==> config.mk <==
export PLATFORM = sky130hd
export DESIGN_NAME = dma2d_addr_gen
export DESIGN_NICKNAME = d
export VERILOG_FILES = /design/src/rtl/dma2d_pkg.sv /design/src/rtl/dma2d_regs.sv /design/src/rtl/dma2d_seq.sv /design/src/rtl/dma2d_status.sv /design/src/rtl/dma2d_addr_gen.sv
export SDC_FILE = /design/constraint.sdc
export NUM_CORES = 1
export LEC_CHECK = 0
export BUFFER_PORTS_ARGS = -buffer_cell sky130_fd_sc_hd__buf_2
export CORE_ASPECT_RATIO = 1.25
export CORE_MARGIN = 2
export CORE_UTILIZATION = 62
export CTS_CLUSTER_DIAMETER = 200
export DETAILED_ROUTE_END_ITERATION = 8
export PLACE_DENSITY = 0.83
export SYNTH_ARGS = -nofsm -noshare
export SYNTH_HDL_FRONTEND = slang
export SYNTH_HIERARCHICAL = 1
export SYNTH_SLANG_ARGS = --single-unit
==> constraint.sdc <==
create_clock -name clk -period 3.4 [get_ports clk]
set_clock_uncertainty 0.05 [all_clocks]
set_input_delay 0.68 -clock clk [delete_from_list [all_inputs] [get_ports clk]]
set_output_delay 0.68 -clock clk [all_outputs]
set_load 0.05 [all_outputs]
==> src/rtl/dma2d_pkg.sv <==
package dma2d_pkg;
  // register offsets
  localparam int REG_AW = 3;
  localparam logic [REG_AW-1:0] OFS_BASE = 3'd0;
  localparam logic [REG_AW-1:0] OFS_XCNT = 3'd1;
  localparam logic [REG_AW-1:0] OFS_XMOD = 3'd2;
  localparam logic [REG_AW-1:0] OFS_YCNT = 3'd3;
  localparam logic [REG_AW-1:0] OFS_YMOD = 3'd4;
  localparam logic [REG_AW-1:0] OFS_CTRL = 3'd5;
  localparam logic [REG_AW-1:0] OFS_STAT = 3'd6;
  // control bit positions
  localparam int CB_EN    = 0;
  localparam int CB_LOOP  = 1;
  localparam int CB_WIDE  = 2;
  localparam int CB_WRITE = 3;
  // status bit positions
  localparam int SB_DONE = 0;
  localparam int SB_ERR  = 1;

  typedef struct packed {
    logic en;
    logic loop_mode;
    logic wide;
    logic wr;
  } ctrl_t;
endpackage

==> src/rtl/dma2d_regs.sv <==
module dma2d_regs
  import dma2d_pkg::*;
#(
  parameter int ADDR_W = 32,
  parameter int CNT_W  = 16,
  parameter int MOD_W  = 16
) (
  input  logic              clk,
  input  logic              rst,
  input  logic              we,
  input  logic [REG_AW-1:0] waddr,
  input  logic [ADDR_W-1:0] wdata,
  input  logic              busy,
  input  logic              frame_end,
  output logic [ADDR_W-1:0] base_q,
  output logic [CNT_W-1:0]  xcnt_q,
  output logic [CNT_W-1:0]  ycnt_q,
  output logic [MOD_W-1:0]  xmod_q,
  output logic [MOD_W-1:0]  ymod_q,
  output ctrl_t             ctrl_q,
  output logic              start_ok,
  output logic              start_bad,
  output logic              stop_req,
  output logic [1:0]        stat_clr
);
  logic       wr_ctrl;
  logic       go_req;
  logic [1:0] align_mask;
  logic       misalign;
  logic       zero_cnt;

  assign wr_ctrl    = we && (waddr == OFS_CTRL);
  assign go_req     = wr_ctrl && wdata[CB_EN] && !ctrl_q.en;
  assign align_mask = wdata[CB_WIDE] ? 2'b11 : 2'b01;
  assign misalign   = |((base_q[1:0] | xmod_q[1:0] | ymod_q[1:0]) & align_mask);
  assign zero_cnt   = (xcnt_q == '0) || (ycnt_q == '0);
  assign start_ok   = go_req && !misalign && !zero_cnt;
  assign start_bad  = go_req && (misalign || zero_cnt);
  assign stop_req   = wr_ctrl && !wdata[CB_EN];
  assign stat_clr   = (we && (waddr == OFS_STAT)) ? {wdata[SB_ERR], wdata[SB_DONE]} : 2'b00;

  always_ff @(posedge clk) begin
    if (rst) begin
      base_q <= '0;
      xcnt_q <= '0;
      ycnt_q <= '0;
      xmod_q <= '0;
      ymod_q <= '0;
    end else if (we) begin
      case (waddr)
        OFS_BASE: base_q <= wdata;
        OFS_XCNT: xcnt_q <= wdata[CNT_W-1:0];
        OFS_XMOD: xmod_q <= wdata[MOD_W-1:0];
        OFS_YCNT: ycnt_q <= wdata[CNT_W-1:0];
        OFS_YMOD: ymod_q <= wdata[MOD_W-1:0];
        default: ;
      endcase
    end
  end

  always_ff @(posedge clk) begin
    if (rst) begin
      ctrl_q <= '0;
    end else begin
      if (wr_ctrl) begin
        ctrl_q.loop_mode <= wdata[CB_LOOP];
        ctrl_q.wide      <= wdata[CB_WIDE];
        ctrl_q.wr        <= wdata[CB_WRITE];
      end
      if (frame_end && !ctrl_q.loop_mode)
        ctrl_q.en <= 1'b0;
      else if (wr_ctrl)
        ctrl_q.en <= wdata[CB_EN] && !start_bad;
    end
  end

  // no transfer runs while the enable bit is clear
  assert_idle_when_off_R7: assert property (@(posedge clk) disable iff (rst)
    !ctrl_q.en |-> !busy);
  // a rejected enable request leaves enable clear
  assert_reject_R9: assert property (@(posedge clk) disable iff (rst)
    start_bad |=> !ctrl_q.en);
endmodule

==> src/rtl/dma2d_seq.sv <==
module dma2d_seq #(
  parameter int ADDR_W = 32,
  parameter int CNT_W  = 16,
  parameter int MOD_W  = 16
) (
  input  logic              clk,
  input  logic              rst,
  input  logic              start,
  input  logic              stop,
  input  logic              loop_mode,
  input  logic              ready,
  input  logic [ADDR_W-1:0] base,
  input  logic [CNT_W-1:0]  xcnt,
  input  logic [CNT_W-1:0]  ycnt,
  input  logic [MOD_W-1:0]  xmod,
  input  logic [MOD_W-1:0]  ymod,
  output logic [ADDR_W-1:0] addr_q,
  output logic              run_q,
  output logic              frame_end
);
  localparam int EXT_W = ADDR_W - MOD_W;

  logic [CNT_W-1:0]  x_left;
  logic [CNT_W-1:0]  y_left;
  logic [ADDR_W-1:0] xstep;
  logic [ADDR_W-1:0] ystep;
  logic              acc;
  logic              row_last;

  assign xstep     = {{EXT_W{xmod[MOD_W-1]}}, xmod};
  assign ystep     = {{EXT_W{ymod[MOD_W-1]}}, ymod};
  assign acc       = run_q && ready;
  assign row_last  = (x_left <= 1);
  assign frame_end = acc && row_last && (y_left <= 1);

  always_ff @(posedge clk) begin
    if (rst) begin
      run_q  <= 1'b0;
      addr_q <= '0;
      x_left <= '0;
      y_left <= '0;
    end else if (start) begin
      run_q  <= 1'b1;
      addr_q <= base;
      x_left <= xcnt;
      y_left <= ycnt;
    end else begin
      if (acc) begin
        if (!row_last) begin
          addr_q <= addr_q + xstep;
          x_left <= x_left - 1'b1;
        end else if (y_left > 1) begin
          addr_q <= addr_q + ystep;
          x_left <= xcnt;
          y_left <= y_left - 1'b1;
        end else if (loop_mode) begin
          addr_q <= base;
          x_left <= xcnt;
          y_left <= ycnt;
        end else begin
          run_q <= 1'b0;
        end
      end
      if (stop) run_q <= 1'b0;
    end
  end

  // stalled address holds
  assert_hold_R3: assert property (@(posedge clk) disable iff (rst)
    run_q && !ready |=> $stable(addr_q));
  // in-row step uses the element step
  assert_xstep_R3: assert property (@(posedge clk) disable iff (rst)
    acc && (x_left > 1) |=> addr_q == $past(addr_q) + $past(xstep));
  // row end uses the row step
  assert_ystep_R4: assert property (@(posedge clk) disable iff (rst)
    acc && row_last && (y_left > 1) |=> addr_q == $past(addr_q) + $past(ystep));
  // looping wrap returns to the base and stays valid unless stopped
  assert_wrap_R6: assert property (@(posedge clk) disable iff (rst)
    frame_end && loop_mode && !stop |=> run_q && (addr_q == $past(base)));
endmodule

==> src/rtl/dma2d_status.sv <==
module dma2d_status (
  input  logic       clk,
  input  logic       rst,
  input  logic       set_done,
  input  logic       set_err,
  input  logic [1:0] clr,
  output logic       done_q,
  output logic       err_q
);
  always_ff @(posedge clk) begin
    if (rst) begin
      done_q <= 1'b0;
      err_q  <= 1'b0;
    end else begin
      if (set_done)    done_q <= 1'b1;
      else if (clr[0]) done_q <= 1'b0;
      if (set_err)     err_q  <= 1'b1;
      else if (clr[1]) err_q  <= 1'b0;
    end
  end

  // frame completion is reported
  assert_done_R5: assert property (@(posedge clk) disable iff (rst)
    set_done |=> done_q);
  // write-one clears the completion flag
  assert_clr_R8: assert property (@(posedge clk) disable iff (rst)
    clr[0] && !set_done |=> !done_q);
  // a rejected start is reported
  assert_err_R9: assert property (@(posedge clk) disable iff (rst)
    set_err |=> err_q);
endmodule

==> src/rtl/dma2d_addr_gen.sv <==
module dma2d_addr_gen
  import dma2d_pkg::*;
#(
  parameter int ADDR_W = 32,
  parameter int CNT_W  = 16,
  parameter int MOD_W  = 16
) (
  input  logic              clk,
  input  logic              rst,
  input  logic              cfg_we,
  input  logic [2:0]        cfg_addr,
  input  logic [ADDR_W-1:0] cfg_wdata,
  input  logic              addr_ready,
  output logic              addr_valid,
  output logic [ADDR_W-1:0] addr_out,
  output logic              elem_wide,
  output logic              dir_write,
  output logic              busy,
  output logic              done,
  output logic              error
);
  logic [ADDR_W-1:0] base_q;
  logic [CNT_W-1:0]  xcnt_q;
  logic [CNT_W-1:0]  ycnt_q;
  logic [MOD_W-1:0]  xmod_q;
  logic [MOD_W-1:0]  ymod_q;
  ctrl_t             ctrl_q;
  logic              start_ok;
  logic              start_bad;
  logic              stop_req;
  logic [1:0]        stat_clr;
  logic              run_q;
  logic              frame_end;

  dma2d_regs #(.ADDR_W(ADDR_W), .CNT_W(CNT_W), .MOD_W(MOD_W)) u_regs (
    .clk(clk), .rst(rst), .we(cfg_we), .waddr(cfg_addr), .wdata(cfg_wdata),
    .busy(run_q), .frame_end(frame_end),
    .base_q(base_q), .xcnt_q(xcnt_q), .ycnt_q(ycnt_q),
    .xmod_q(xmod_q), .ymod_q(ymod_q), .ctrl_q(ctrl_q),
    .start_ok(start_ok), .start_bad(start_bad), .stop_req(stop_req),
    .stat_clr(stat_clr)
  );

  dma2d_seq #(.ADDR_W(ADDR_W), .CNT_W(CNT_W), .MOD_W(MOD_W)) u_seq (
    .clk(clk), .rst(rst), .start(start_ok), .stop(stop_req),
    .loop_mode(ctrl_q.loop_mode), .ready(addr_ready),
    .base(base_q), .xcnt(xcnt_q), .ycnt(ycnt_q), .xmod(xmod_q), .ymod(ymod_q),
    .addr_q(addr_out), .run_q(run_q), .frame_end(frame_end)
  );

  dma2d_status u_status (
    .clk(clk), .rst(rst), .set_done(frame_end), .set_err(start_bad),
    .clr(stat_clr), .done_q(done), .err_q(error)
  );

  assign addr_valid = run_q;
  assign busy       = run_q;
  assign elem_wide  = ctrl_q.wide;
  assign dir_write  = ctrl_q.wr;

  // a good start presents the base address
  assert_start_R2: assert property (@(posedge clk) disable iff (rst)
    start_ok |=> addr_valid && (addr_out == $past(base_q)));
  // a stop request removes the address
  assert_stop_R7: assert property (@(posedge clk) disable iff (rst)
    stop_req |=> !addr_valid);
endmodule

==> results.txt, run 1 <==
In the global route stage, met3 resource usage came out at 6.57%. The worst hold path belongs to the class flip-flop to flip-flop. The delay of the slowest cell on the worst path came out at 0.60 ns. The most used flip-flop cell after synthesis is sky130_fd_sc_hd__dfxtp_1. For the worst-skew pair, the clock arrives at the later sink with an insertion delay of 0.44 ns.

After detailed routing, the number of vias per cell comes to 6.57. With fillers left out, the area of the finished cells amounts to 11900 µm². The final count of negative-setup-slack endpoints is 0.

For this run, the post-layout net count is 1576. Dividing total power by cell area gives a power density of 354 nW/µm². The floorplan row count came out at 54.

For this run, asynchronously set or reset flops after synthesis account for 0%. The via count came out at 11200. The number of nets in the synthesized netlist is 1534. The clock transition at the registers of the reported paths came out at 0.07 ns.

The count of port buffers added during placement is 76. The maximum VDD drop came out at 0.346 mV. The detailed-route wire length per cell came out at 20.1 µm. The number of I/O pins is 77. Sorting the synthesized cells by area gives the leading types as sky130_fd_sc_hd__dfxtp_1 (31%), sky130_fd_sc_hd__nand2_1 (9.7%), sky130_fd_sc_hd__a21oi_1 (9.3%). Traced cell by cell, the critical path runs through buf_4, ha_1, a21o_1, a21oi_1, o21bai_1, nor2b_1, nor3_1, a21oi_1, xnor2_1, nand2_1, a211oi_2. The tree built by TritonCTS fans out to 167 sinks. The number of enable-type register cells in the synthesized netlist came out at 0. The launch point of the critical path is u_regs/ymod_q[15].

Hold is met by 0.412 ns. The count of final max-slew check failures was 0. STA classifies the critical path endpoint as a flip-flop.

The final hold violation count is 0. The mean post-synth cell area came out at 7.62 µm². After synthesis, the netlist uses 92 different library cells.

The fraction of final layout cells sized beyond drive strength 1 came out at 13.3%. The count of nets left with antenna violations after detail routing came out at 0. The register-to-register setup slack came out at 0.15 ns. The core box area is 17300 µm². The maximum clock insertion buffer count came out at 2. The cell leakage power came out at 4.76 nW. The global-route track usage on met2 came out at 60.1%.

The first-pass iteration count of the detailed router came out at 6. The post-detailed-routing wire length came out at 34300 µm. Measured along the x axis, the die boundary spans 122 µm.

The overall die area is 18600 µm². Sequential cells were found to cover 30.8% of the synthesized design area. The largest fanout on the critical path is 10. The H-tree depth reported by CTS is 4.

In the final timing run, aggregate negative setup slack is 0 ns. The synthesized design contains 167 register bits. The actual slew at the worst max-slew pin is 1.01 ns. The number of hold buffers added after CTS is 0. Clock tree synthesis inserted a total of 17 buffers. The data required time at the worst endpoint is 3.71 ns.

In the global route stage, met1 resource usage came out at 43.8%. The power consumption came out at 0.00422 W. The fmax is 307 MHz.

The multi-input gate area in the final layout is 6960 µm². Summing all placed instances gives a cell area of 11300 µm². The cell area that synthesis handed to floorplanning was 10900 µm². The critical path in this run is classified as flip-flop to flip-flop. The startpoint of the tightest hold check path is u_regs/base_q[9]. The final period utilization came out at 95.7%. The routed design could run at a clock period as short as 3.25 ns. The number of global-route vias before repair is 10700. The first-pass GRT wire length is 54300 µm. The worst-case setup slack after placement is 0.145 ns.

The top cell type's share of synthesized area came out at 30.8%. Across the whole layout, storage elements account for 3340 µm². TritonCTS built the clock tree. The length in cells of the worst reg-to-reg path came out at 11. The number of max-cap violations came out at 0.

Setup repair after global routing left no endpoint under its margin. On the critical path, the stage with the largest delay is an instance of sky130_fd_sc_hd__dfxtp_1. The HPWL after detailed placement came out at 24500 µm. The critical path data arrival time came out at 3.56 ns. The tree is rooted in a sky130_fd_sc_hd__clkbuf_16.

The DRC violations left is 0. The starting utilization of the core area is 62.8%. The iteration-0 DRC count of the detailed router came out at 1023.

The normalized max-slew margin came out at 32.8%. The most heavily used metal layer in global routing is met2. The final RePlAce weighted congestion is 0.985. The layout overhead on the synthesized area came out at 9.52%. The cell type with the highest occurrence count on the critical path is sky130_fd_sc_hd__a21oi_1. 0 antenna diodes ended up in the layout.

The initial antenna violation count came to 0. The flow ran to the end, and the final reports show no timing, DRC or antenna violations. The capture point of the worst path is u_seq/addr_q[31]. The final worst slack is 0.147 ns. The worst register-to-register path begins at u_regs/ymod_q[15]. Global routing finished with a remaining overflow of 0. The total global-route track usage is 36.7%. The filler cells instantiated in the layout total 1499.

The Yosys warning count came out at 6. The largest total area in the synthesized netlist belongs to sky130_fd_sc_hd__dfxtp_1. The startpoint kind of the worst setup timing path is a flip-flop.

The capture instance of the worst register-to-register path is u_seq/addr_q[31]. The y dimension of the die is 152 µm. The cell count after synthesis is 1427. The pin count of the biggest net entering global routing is 65.
[state kept, by name, summed over array words and instances (netlist names), 4 cells and up]
signal / cells
u_regs/ctrl_q: 4
u_regs/ymod_q: 16
u_seq/y_left: 16
u_regs/xcnt_q: 16
u_regs/xmod_q: 16
u_regs/base_q: 32
u_seq/addr_q: 32
u_regs/ycnt_q: 16
u_seq/x_left: 16
[synthesized netlist by cell type (5+ instances only)]
master	n
sky130_fd_sc_hd__nand2_1	281
sky130_fd_sc_hd__a21oi_1	201
sky130_fd_sc_hd__dfxtp_1	167
sky130_fd_sc_hd__nor2_1	117
sky130_fd_sc_hd__ha_1	66
sky130_fd_sc_hd__o21ai_0	48
sky130_fd_sc_hd__clkbuf_1	44
sky130_fd_sc_hd__nor3_1	36
sky130_fd_sc_hd__xnor2_1	31
sky130_fd_sc_hd__a21o_1	29
sky130_fd_sc_hd__inv_1	28
sky130_fd_sc_hd__nand3_1	25
sky130_fd_sc_hd__a211oi_1	24
sky130_fd_sc_hd__xor2_1	21
sky130_fd_sc_hd__buf_2	16
sky130_fd_sc_hd__nand4_1	15
sky130_fd_sc_hd__o21ai_1	15
sky130_fd_sc_hd__nor4_1	14
sky130_fd_sc_hd__a21oi_2	13
sky130_fd_sc_hd__a221oi_1	11
sky130_fd_sc_hd__a22oi_1	11
sky130_fd_sc_hd__buf_4	11
sky130_fd_sc_hd__buf_6	11
sky130_fd_sc_hd__o21a_1	11
sky130_fd_sc_hd__nand2b_1	10
sky130_fd_sc_hd__o22ai_1	10
sky130_fd_sc_hd__o221ai_1	9
sky130_fd_sc_hd__a211oi_2	8
sky130_fd_sc_hd__o21bai_1	8
sky130_fd_sc_hd__a31oi_1	7
sky130_fd_sc_hd__and3_1	7
sky130_fd_sc_hd__a221o_1	6
sky130_fd_sc_hd__nor2b_1	6
sky130_fd_sc_hd__or3_1	6
sky130_fd_sc_hd__nor3b_1	5
sky130_fd_sc_hd__o211ai_1	5
sky130_fd_sc_hd__o31ai_1	5
[layout make-up]
| cell class | instances | share of cell area, % |
|---|---|---|
| Clock buffer | 21 | 3.95 |
| Sequential cell | 167 | 28.1 |
| Clock inverter | 10 | 0.599 |
| Timing Repair Buffer | 108 | 5.69 |
| Inverter | 28 | 0.883 |
| Multi-Input combinational cell | 1147 | 58.4 |
| Tap cell | 224 | 2.35 |
[metrics by stage]
step | util (%) | instances
floorplan | - | 1427
global placement | 65.6 | 1674
detailed placement | 65.6 | 1674
CTS | 68.7 | 1705
global route | 68.8 | 1705
finish | 68.8 | 1705
[kinds of logic (layout without fill, tap and decap cells)]
kind of cell	count (synthesis)	count (layout)	synth area share [%]
AND/OR/NAND/NOR	559	559	23.6
AO/OA/AOI/OAI	466	466	27.7
flip-flops	167	167	30.8
buffers and inverters	113	167	5.58
adder cells (fa/ha/maj)	68	68	7.97
XOR/XNOR	52	52	4.19
multiplexers	2	2	0.184
[power by group]
part / switching (W) / internal [W] / total, W / leakage, nW
Sequential: 0.0000257 / 0.00198 / 0.00201 / 1.35
Clock: 0.000828 / 0.000990 / 0.00182 / 0.258
Combinational: 0.000270 / 0.000119 / 0.000389 / 3.15
Total: 0.00112 / 0.00309 / 0.00422 / 4.76
[cell usage in the layout, fill, tap and decap left out, types with 21 or more instances in the layout]
cell type,instances
sky130_fd_sc_hd__xnor2_1,31
sky130_fd_sc_hd__inv_1,28
sky130_fd_sc_hd__xor2_1,21
sky130_fd_sc_hd__dfxtp_1,166
sky130_fd_sc_hd__nor3_1,36
sky130_fd_sc_hd__buf_2,75
sky130_fd_sc_hd__nand2_1,281
sky130_fd_sc_hd__buf_4,28
sky130_fd_sc_hd__nand3_1,25
sky130_fd_sc_hd__a21oi_1,200
sky130_fd_sc_hd__a21o_1,29
sky130_fd_sc_hd__ha_1,66
sky130_fd_sc_hd__a211oi_1,24
sky130_fd_sc_hd__nor2_1,115
sky130_fd_sc_hd__o21ai_0,48
[per-layer routing]
metal	routed length [µm]	up-vias	share of wire [%]
met5	0	-	0
met4	2120	0	6.2
met3	2400	152	7.0
met2	16300	555	48
met1	13500	5283	39
li1	-	5207	-
[worst min path at each step]
stage,end,slack (ns),cells after the start
2_1_floorplan,u_regs/base_q[5],0.39,2
4_1_cts,u_regs/base_q[9],0.41,2
6_report,u_regs/base_q[9],0.41,2
3_5_place_dp,u_regs/ctrl_q[1],0.40,2
3_3_place_gp,u_regs/base_q[8],0.39,2
5_1_grt,u_regs/xmod_q[5],0.43,2
[critical path, delay by kind of cell (launching register included)]
family | cells | cell delay, ns
buf+inv | 1 | 0.28
xor+xnor | 1 | 0.19
compound gates | 5 | 1.08
simple gates | 3 | 0.65
fa+ha+maj | 1 | 0.32
flops | 1 | 0.60
[what timing repair did]
item,4_1_cts,5_1_grt
setup buffers,0,0
endpoints found under the setup margin,0,9
gates resized for setup,0,6
endpoints found under the hold margin,0,0
Power figures use the tool's default switching activity.
==> run 2, diff against run 1 <==
- CORE_UTILIZATION: 62 -> 56
- PLACE_DENSITY: 0.83 -> 0.79
- clock period: 3.4 -> 2.8 ns (I/O delays scaled with it)
==> results.txt, run 2 (synthesized netlist as in run 1, its figures left out) <==
The worst-case setup slack after placement came out at -0.202 ns (was 0.145 ns). The startpoint kind of the worst setup timing path is a flip-flop (unchanged). The final count of negative-setup-slack endpoints is 1 (was 0). The fmax came out at 353 MHz (was 307 MHz). The critical path data arrival time came out at 3.12 ns (was 3.56 ns). RSZ-0062 raised after global routing: yes (was no). The count of nets left with antenna violations after detail routing came out at 0 (unchanged).

The net switching power was 0.00147 W (was 0.00112 W). The core box area came out at 19300 µm² (was 17300 µm²). Top library cells by usage in the layout, fill and taps aside: sky130_fd_sc_hd__nand2_1 (279), sky130_fd_sc_hd__a21oi_1 (190), sky130_fd_sc_hd__dfxtp_1 (140) (was sky130_fd_sc_hd__nand2_1 (281), sky130_fd_sc_hd__a21oi_1 (200), sky130_fd_sc_hd__dfxtp_1 (166)). The final period utilization came to 101% (was 95.7%).

The count of final max-slew check failures is 0 (unchanged). The count of placed standard cells including taps came to 1792 (was 1674). The startpoint of the worst-slack reg-to-reg timing path was u_regs/ymod_q[0] (was u_regs/ymod_q[15]). The floorplan row count came out at 57 (was 54).

The startpoint of the tightest hold check path is cfg_wdata[29] (was u_regs/base_q[9]). The worst-skew pair later-pin latency was 0.44 ns (about the same). The library cell used as clock root buffer is sky130_fd_sc_hd__clkbuf_16 (unchanged). The number of global-route vias before repair came to 11100 (was 10700).

The launch point of the critical path is u_regs/ymod_q[0] (was u_regs/ymod_q[15]). The fraction of final layout cells sized beyond drive strength 1 came out at 26.0% (was 13.3%). The y dimension of the die came out at 160 µm (was 152 µm).

The maximum clock insertion buffer count came out at 2 (unchanged). The final worst slack is -0.0325 ns (was 0.147 ns). The switching portion of total power came out at 27.2% (was 26.6%).

The starting utilization of the core area is 56.4% (was 62.8%). The post-route cell area came to 13600 µm² (was 11900 µm²). The final hold violation count is 0 (unchanged).

The HPWL after detailed placement is 25400 µm (was 24500 µm). The normalized max-slew margin is 51.8% (was 32.8%). The H-tree depth reported by CTS is 4 (unchanged). The internal power consumption is 0.00393 W (was 0.00309 W). The layout overhead on the synthesized area came to 24.8% (was 9.52%).

The number of I/O pins came out at 77 (unchanged). The clock share of power came out at 44.9% (was 43.1%). The shortest period the worst path allows is 2.83 ns (was 3.25 ns). The worst hold-check path type is input pin to flip-flop (was flip-flop to flip-flop). The detailed-route wire length per cell is 20.6 µm (was 20.1 µm).

The die span in x was 129 µm (was 122 µm). The critical path class is flip-flop to flip-flop (unchanged). The most common cell after layout, fill and taps aside is sky130_fd_sc_hd__nand2_1 (unchanged). The clock tree from TritonCTS is built (unchanged). The number of vias per cell after detailed routing came out at 6.52 (was 6.57). The register-to-register setup slack is -0.03 ns (was 0.15 ns). The global-route congestion overflow total came out at 0 (unchanged).

The initial antenna violation count is 0 (unchanged). The final antenna diode count is 0 (unchanged). The cell leakage power is 5.51 nW (was 4.76 nW). The power consumption was 0.00540 W (was 0.00422 W). The first-pass iteration count of the detailed router came out at 6 (unchanged).

The via count is 12000 (was 11200). The area of placed instances is 12300 µm² (was 11300 µm²). The actual slew at the worst max-slew pin came out at 0.722 ns (was 1.01 ns). The pin count of the biggest net entering global routing is 71 (was 65). The number of max-cap violations is 0 (unchanged). The data required time at the worst endpoint came out at 3.09 ns (was 3.71 ns). The maximum VDD drop is 0.421 mV (was 0.346 mV). The checks that failed: setup timing. The post-detailed-routing wire length came to 37800 µm (was 34300 µm). The final RePlAce weighted congestion is 0.972 (was 0.985). The first-pass GRT wire length came out at 55900 µm (was 54300 µm).

The power per cell area is 398 nW/µm² (was 354 nW/µm²). The iteration-0 DRC count of the detailed router is 1276 (was 1023). Largest registers in the final layout: u_regs/base_q (32), u_seq/addr_q (32) (unchanged). The category of the worst setup path capture point was a flip-flop (unchanged). The overall die area is 20500 µm² (was 18600 µm²).

The post-route non-filler standard cell count is 1835 (was 1705). The tightest hold margin came out at 0.305 ns (was 0.412 ns). The largest fanout on the critical path is 3 (was 10).

The number of buffers added by the clock tree synthesis step was 17 (unchanged). The DRC violations left is 0 (unchanged). The number of clock sinks was 167 (unchanged). The post-layout net count came out at 1693 (was 1576). The count of port buffers added during placement came to 76 (unchanged). The clock transition at the registers of the reported paths came to 0.07 ns (about the same). The total global-route track usage is 34.2% (was 36.7%). The combinational share of power came to 10.1% (was 9.2%).

Status: complete, but fails checks (was finished, final reports clean). The register share of total power is 45.1% (was 47.7%).
[run 2: changes by cell type in the layout (fill, tap and decap cells not counted), sizes merged]
cell | previous run | this run
clkinvlp | 4 | 1
clkbuf | 21 | 18
bufinv | 0 | 2
inv | 30 | 34
buf | 108 | 224
clkinv | 4 | 6
[run 2: repair_timing]
item	4_1_cts	5_1_grt
gates cloned	0	1
gates resized for setup	26	88
endpoints found under the setup margin	14	33
pin swaps	13	48
hold buffers	0	0
setup buffers	4	6
[run 2: final timing paths]
kind,cells after the start,endpoint
min reg2reg,2,u_regs/base_q[6]
max reg2reg,12,u_seq/addr_q[26]
min,3,u_regs/base_q[29]
max,12,u_seq/addr_q[26]
[run 2: critical path, cell delays in order (launching register included)]
cell                       delay (ns)
sky130_fd_sc_hd__dfxtp_2         0.35
sky130_fd_sc_hd__ha_4            0.16
sky130_fd_sc_hd__fa_2            0.37
sky130_fd_sc_hd__a21oi_4         0.19
sky130_fd_sc_hd__o22ai_2         0.11
sky130_fd_sc_hd__o21a_2          0.27
sky130_fd_sc_hd__o221a_4         0.25
sky130_fd_sc_hd__o31ai_4         0.22
sky130_fd_sc_hd__buf_6           0.16
sky130_fd_sc_hd__o31a_1          0.14
sky130_fd_sc_hd__xnor2_1         0.14
sky130_fd_sc_hd__a221oi_2        0.08
sky130_fd_sc_hd__a311oi_1        0.25
[run 2: power groups by stage]
stage / logic (W) / clock network, W / registers (W)
3_3_place_gp: 0.000498 / 0 / 0.00249
3_5_place_dp: 0.000505 / 0 / 0.00249
5_1_grt: 0.000575 / 0.00253 / 0.00244
4_1_cts: 0.000512 / 0.00244 / 0.00243
6_report: 0.000545 / 0.00242 / 0.00244
2_1_floorplan: 0.000290 / 0 / 0.00249
[run 2: per-stage QoR]
step	TNS (ns)	util, %
2_1_floorplan	-0.00495	-
3_3_place_gp	-0.632	64.0
3_5_place_dp	-1.17	64.0
4_1_cts	-0.0445	67.9
5_1_grt	-0.970	70.5
6_report	-0.0325	70.5
[run 2: final cells by class]
type	instances	area [µm²]
Clock buffer	17	425
Clock inverter	15	166
Fill cell	1483	5690
Inverter	28	105
Multi-Input combinational cell	1147	7490
Sequential cell	167	3390
Tap cell	236	295
Timing Repair Buffer	225	1700
[run 2: routing by layer]
layer | share of wire [%] | GRT usage [%]
met4 | 7.1 | 21.6
met1 | 37 | 40.1
met5 | 0 | 0
met3 | 8.0 | 5.59
met2 | 48 | 57.6
==> run 3, diff against run 2 <==
- CORE_UTILIZATION: 56 -> 44
- PLACE_DENSITY: 0.79 -> 0.65
==> results.txt, run 3 (synthesized netlist as in run 1, its figures left out) <==
The HPWL after detailed placement came to 27100 µm (was 25400 µm). The iteration-0 DRC count of the detailed router is 844 (was 1276). Top library cells by usage in the layout, fill and taps aside: sky130_fd_sc_hd__nand2_1 (281), sky130_fd_sc_hd__a21oi_1 (186), sky130_fd_sc_hd__dfxtp_1 (147) (was sky130_fd_sc_hd__nand2_1 (279), sky130_fd_sc_hd__a21oi_1 (190), sky130_fd_sc_hd__dfxtp_1 (140)). The DRC violations left came to 0 (unchanged).

The startpoint kind of the worst setup timing path is a flip-flop (unchanged). The final standard cell utilization of the core came out at 56.4% (was 70.5%). The count of placed standard cells including taps came out at 1901 (was 1792). The maximum clock insertion buffer count is 2 (unchanged).

The number of buffers added by the clock tree synthesis step is 17 (unchanged). The launch point of the critical path is u_regs/xmod_q[15] (was u_regs/ymod_q[0]). The number of clock sinks is 167 (unchanged). The count of final max-slew check failures came out at 0 (unchanged).

The gate family responsible for the most delay along the worst path is compound AO/OA/AOI/OAI gates (unchanged). The final antenna diode count is 0 (unchanged). The power consumption is 0.00549 W (was 0.00540 W). The largest fanout on the critical path came to 7 (was 3). The number of I/O pins came out at 77 (unchanged). The maximum VDD drop came out at 0.409 mV (was 0.421 mV). The first-pass iteration count of the detailed router is 5 (was 6). The startpoint of the tightest hold check path is cfg_wdata[21] (was cfg_wdata[29]).

The total global-route track usage is 28.1% (was 34.2%). The length in cells of the worst reg-to-reg path is 9 (was 12). The global-route congestion overflow total was 0 (unchanged).

The delay of the slowest cell on the worst path is 0.45 ns (was 0.37 ns). The final worst slack is -0.0381 ns (was -0.0325 ns). The worst hold-check path type is input pin to flip-flop (unchanged). The clock transition at the registers of the reported paths is 0.08 ns (was 0.07 ns). The core box area came out at 24300 µm² (was 19300 µm²). Sequence of cells on the critical path: ha_4, a21o_1, a221o_1, a211oi_2, a211oi_2, or3_4, a211oi_4, a21oi_2, a311oi_1 (was ha_4, fa_2, a21oi_4, o22ai_2, o21a_2, o221a_4, o31ai_4, buf_6, o31a_1, xnor2_1, a221oi_2, a311oi_1). The actual slew at the worst max-slew pin came out at 0.714 ns (was 0.722 ns). The startpoint of the worst-slack reg-to-reg timing path is u_regs/xmod_q[15] (was u_regs/ymod_q[0]). The power per cell area was 399 nW/µm² (was 398 nW/µm²).

The depth of the worst hold-timing path came to 3 (unchanged). The cell leakage power was 5.52 nW (was 5.51 nW). The floorplan row count was 64 (was 57). The most common cell after layout, fill and taps aside is sky130_fd_sc_hd__nand2_1 (unchanged). The clock tree from TritonCTS was built (unchanged). The post-detailed-routing wire length is 37000 µm (was 37800 µm). The post-layout net count is 1703 (was 1693).

The number of buffer and inverter stages on the critical path came out at 0 (was 1). The starting utilization of the core area is 44.6% (was 56.4%). The post-route non-filler standard cell count is 1938 (was 1835). The normalized max-slew margin is 52.3% (was 51.8%).

The pin count of the biggest net entering global routing was 66 (was 71). The count of nets left with antenna violations after detail routing is 0 (unchanged). The slowest cell on the critical path is sky130_fd_sc_hd__dfxtp_4 (was sky130_fd_sc_hd__fa_2). The shortest period the worst path allows was 2.84 ns (was 2.83 ns). The H-tree depth reported by CTS is 4 (unchanged). The y dimension of the die is 180 µm (was 160 µm). The count of port buffers added during placement is 76 (unchanged).

The number of max-cap violations came out at 0 (unchanged). The overall die area is 26000 µm² (was 20500 µm²). The number of global-route vias before repair is 11000 (was 11100).

The data required time at the worst endpoint is 3.08 ns (was 3.09 ns). Largest registers in the final layout: u_regs/base_q (32), u_seq/addr_q (32) (unchanged). RSZ-0062 raised after global routing: yes (unchanged). The library cell used as clock root buffer is sky130_fd_sc_hd__clkbuf_16 (unchanged).

The initial antenna violation count came to 0 (unchanged). The final hold violation count was 0 (unchanged). The die span in x came to 145 µm (was 129 µm). The fmax is 352 MHz (was 353 MHz). The fraction of final layout cells sized beyond drive strength 1 is 25.9% (was 26.0%). Failing checks: setup timing (unchanged).

The worst-skew pair later-pin latency came out at 0.44 ns (about the same). The category of the worst setup path capture point was a flip-flop (unchanged). The via count came to 11400 (was 12000). The critical path class is flip-flop to flip-flop (unchanged). The logic depth of the worst setup path including buffers came out at 9 (was 12). The final RePlAce weighted congestion came out at 0.959 (was 0.972). The layout overhead on the synthesized area came out at 26.4% (was 24.8%). The detailed-route wire length per cell is 19.1 µm (was 20.6 µm). The first-pass GRT wire length came out at 57600 µm (was 55900 µm).

The number of vias per cell after detailed routing came to 5.88 (was 6.52). The critical path data arrival time came out at 3.12 ns (about the same). The final count of negative-setup-slack endpoints came to 2 (was 1).

The final period utilization came out at 101% (about the same). Counting stages on the worst path, the most repeated cell is sky130_fd_sc_hd__a211oi_2. Status: complete, but fails checks (unchanged).
## run 3: layout make-up
class                      count  area (µm²)
inverter                      28         105
clock buffer                  18         439
multi-input combinational   1147        7460
tap                          330         413
fill                        2348       10600
clock inverter                13         168
sequential                   167        3380
timing repair buffer         235        1770
## run 3: worst register-to-register path: cells and delay by family, from the launching register on
family	cells	cell delay, ns
adders and majority gates	1	0.23
AOI/OAI and AO/OA	7	1.63
and+or+nand+nor	1	0.38
DFF	1	0.45
## run 3: metal layers
metal / up-vias / wire length [µm] / global-route usage [%]
met1: 5461 / 15300 / 33.8
met3: 81 / 1710 / 3.65
li1: 5482 / - / -
met5: - / 0 / 0
met2: 374 / 18600 / 49.7
met4: 0 / 1360 / 11.5
## run 3: path summary, 6_finish.rpt
check | end | slack [ns]
worst max-delay path | u_seq/addr_q[26] | -0.04
worst max register to register | u_seq/addr_q[26] | -0.04
worst min-delay path | u_regs/base_q[21] | 0.30
worst min register to register | u_regs/ctrl_q[1] | 0.41
## run 3: timing repair
action | in CTS | in global routing
hold buffers | 0 | 0
setup buffers | 2 | 4
pin swaps | 16 | 45
setup endpoints to repair | 12 | 29
resized for setup | 18 | 78
## run 3: power by group
part | switching, W | total, W | internal, W | leakage, nW
registers | 0.0000318 | 0.00244 | 0.00240 | 1.36
clock network | 0.00107 | 0.00250 | 0.00144 | 0.290
logic | 0.000350 | 0.000546 | 0.000197 | 3.87
total | 0.00145 | 0.00549 | 0.00404 | 5.52
## run 3: stage by stage
step | cell area (µm²) | hold slack (ns) | TNS, ns | setup WS [ns]
3_3_place_gp | 12600 | 0.393 | -0.665 | -0.142
3_5_place_dp | 12600 | 0.399 | -1.05 | -0.187
6_report | 13700 | 0.302 | -0.0696 | -0.0381
4_1_cts | 13300 | 0.294 | -0.337 | -0.108
5_1_grt | 13700 | 0.316 | -0.695 | -0.115
2_1_floorplan | 10900 | 0.386 | -0.00495 | -0.00495
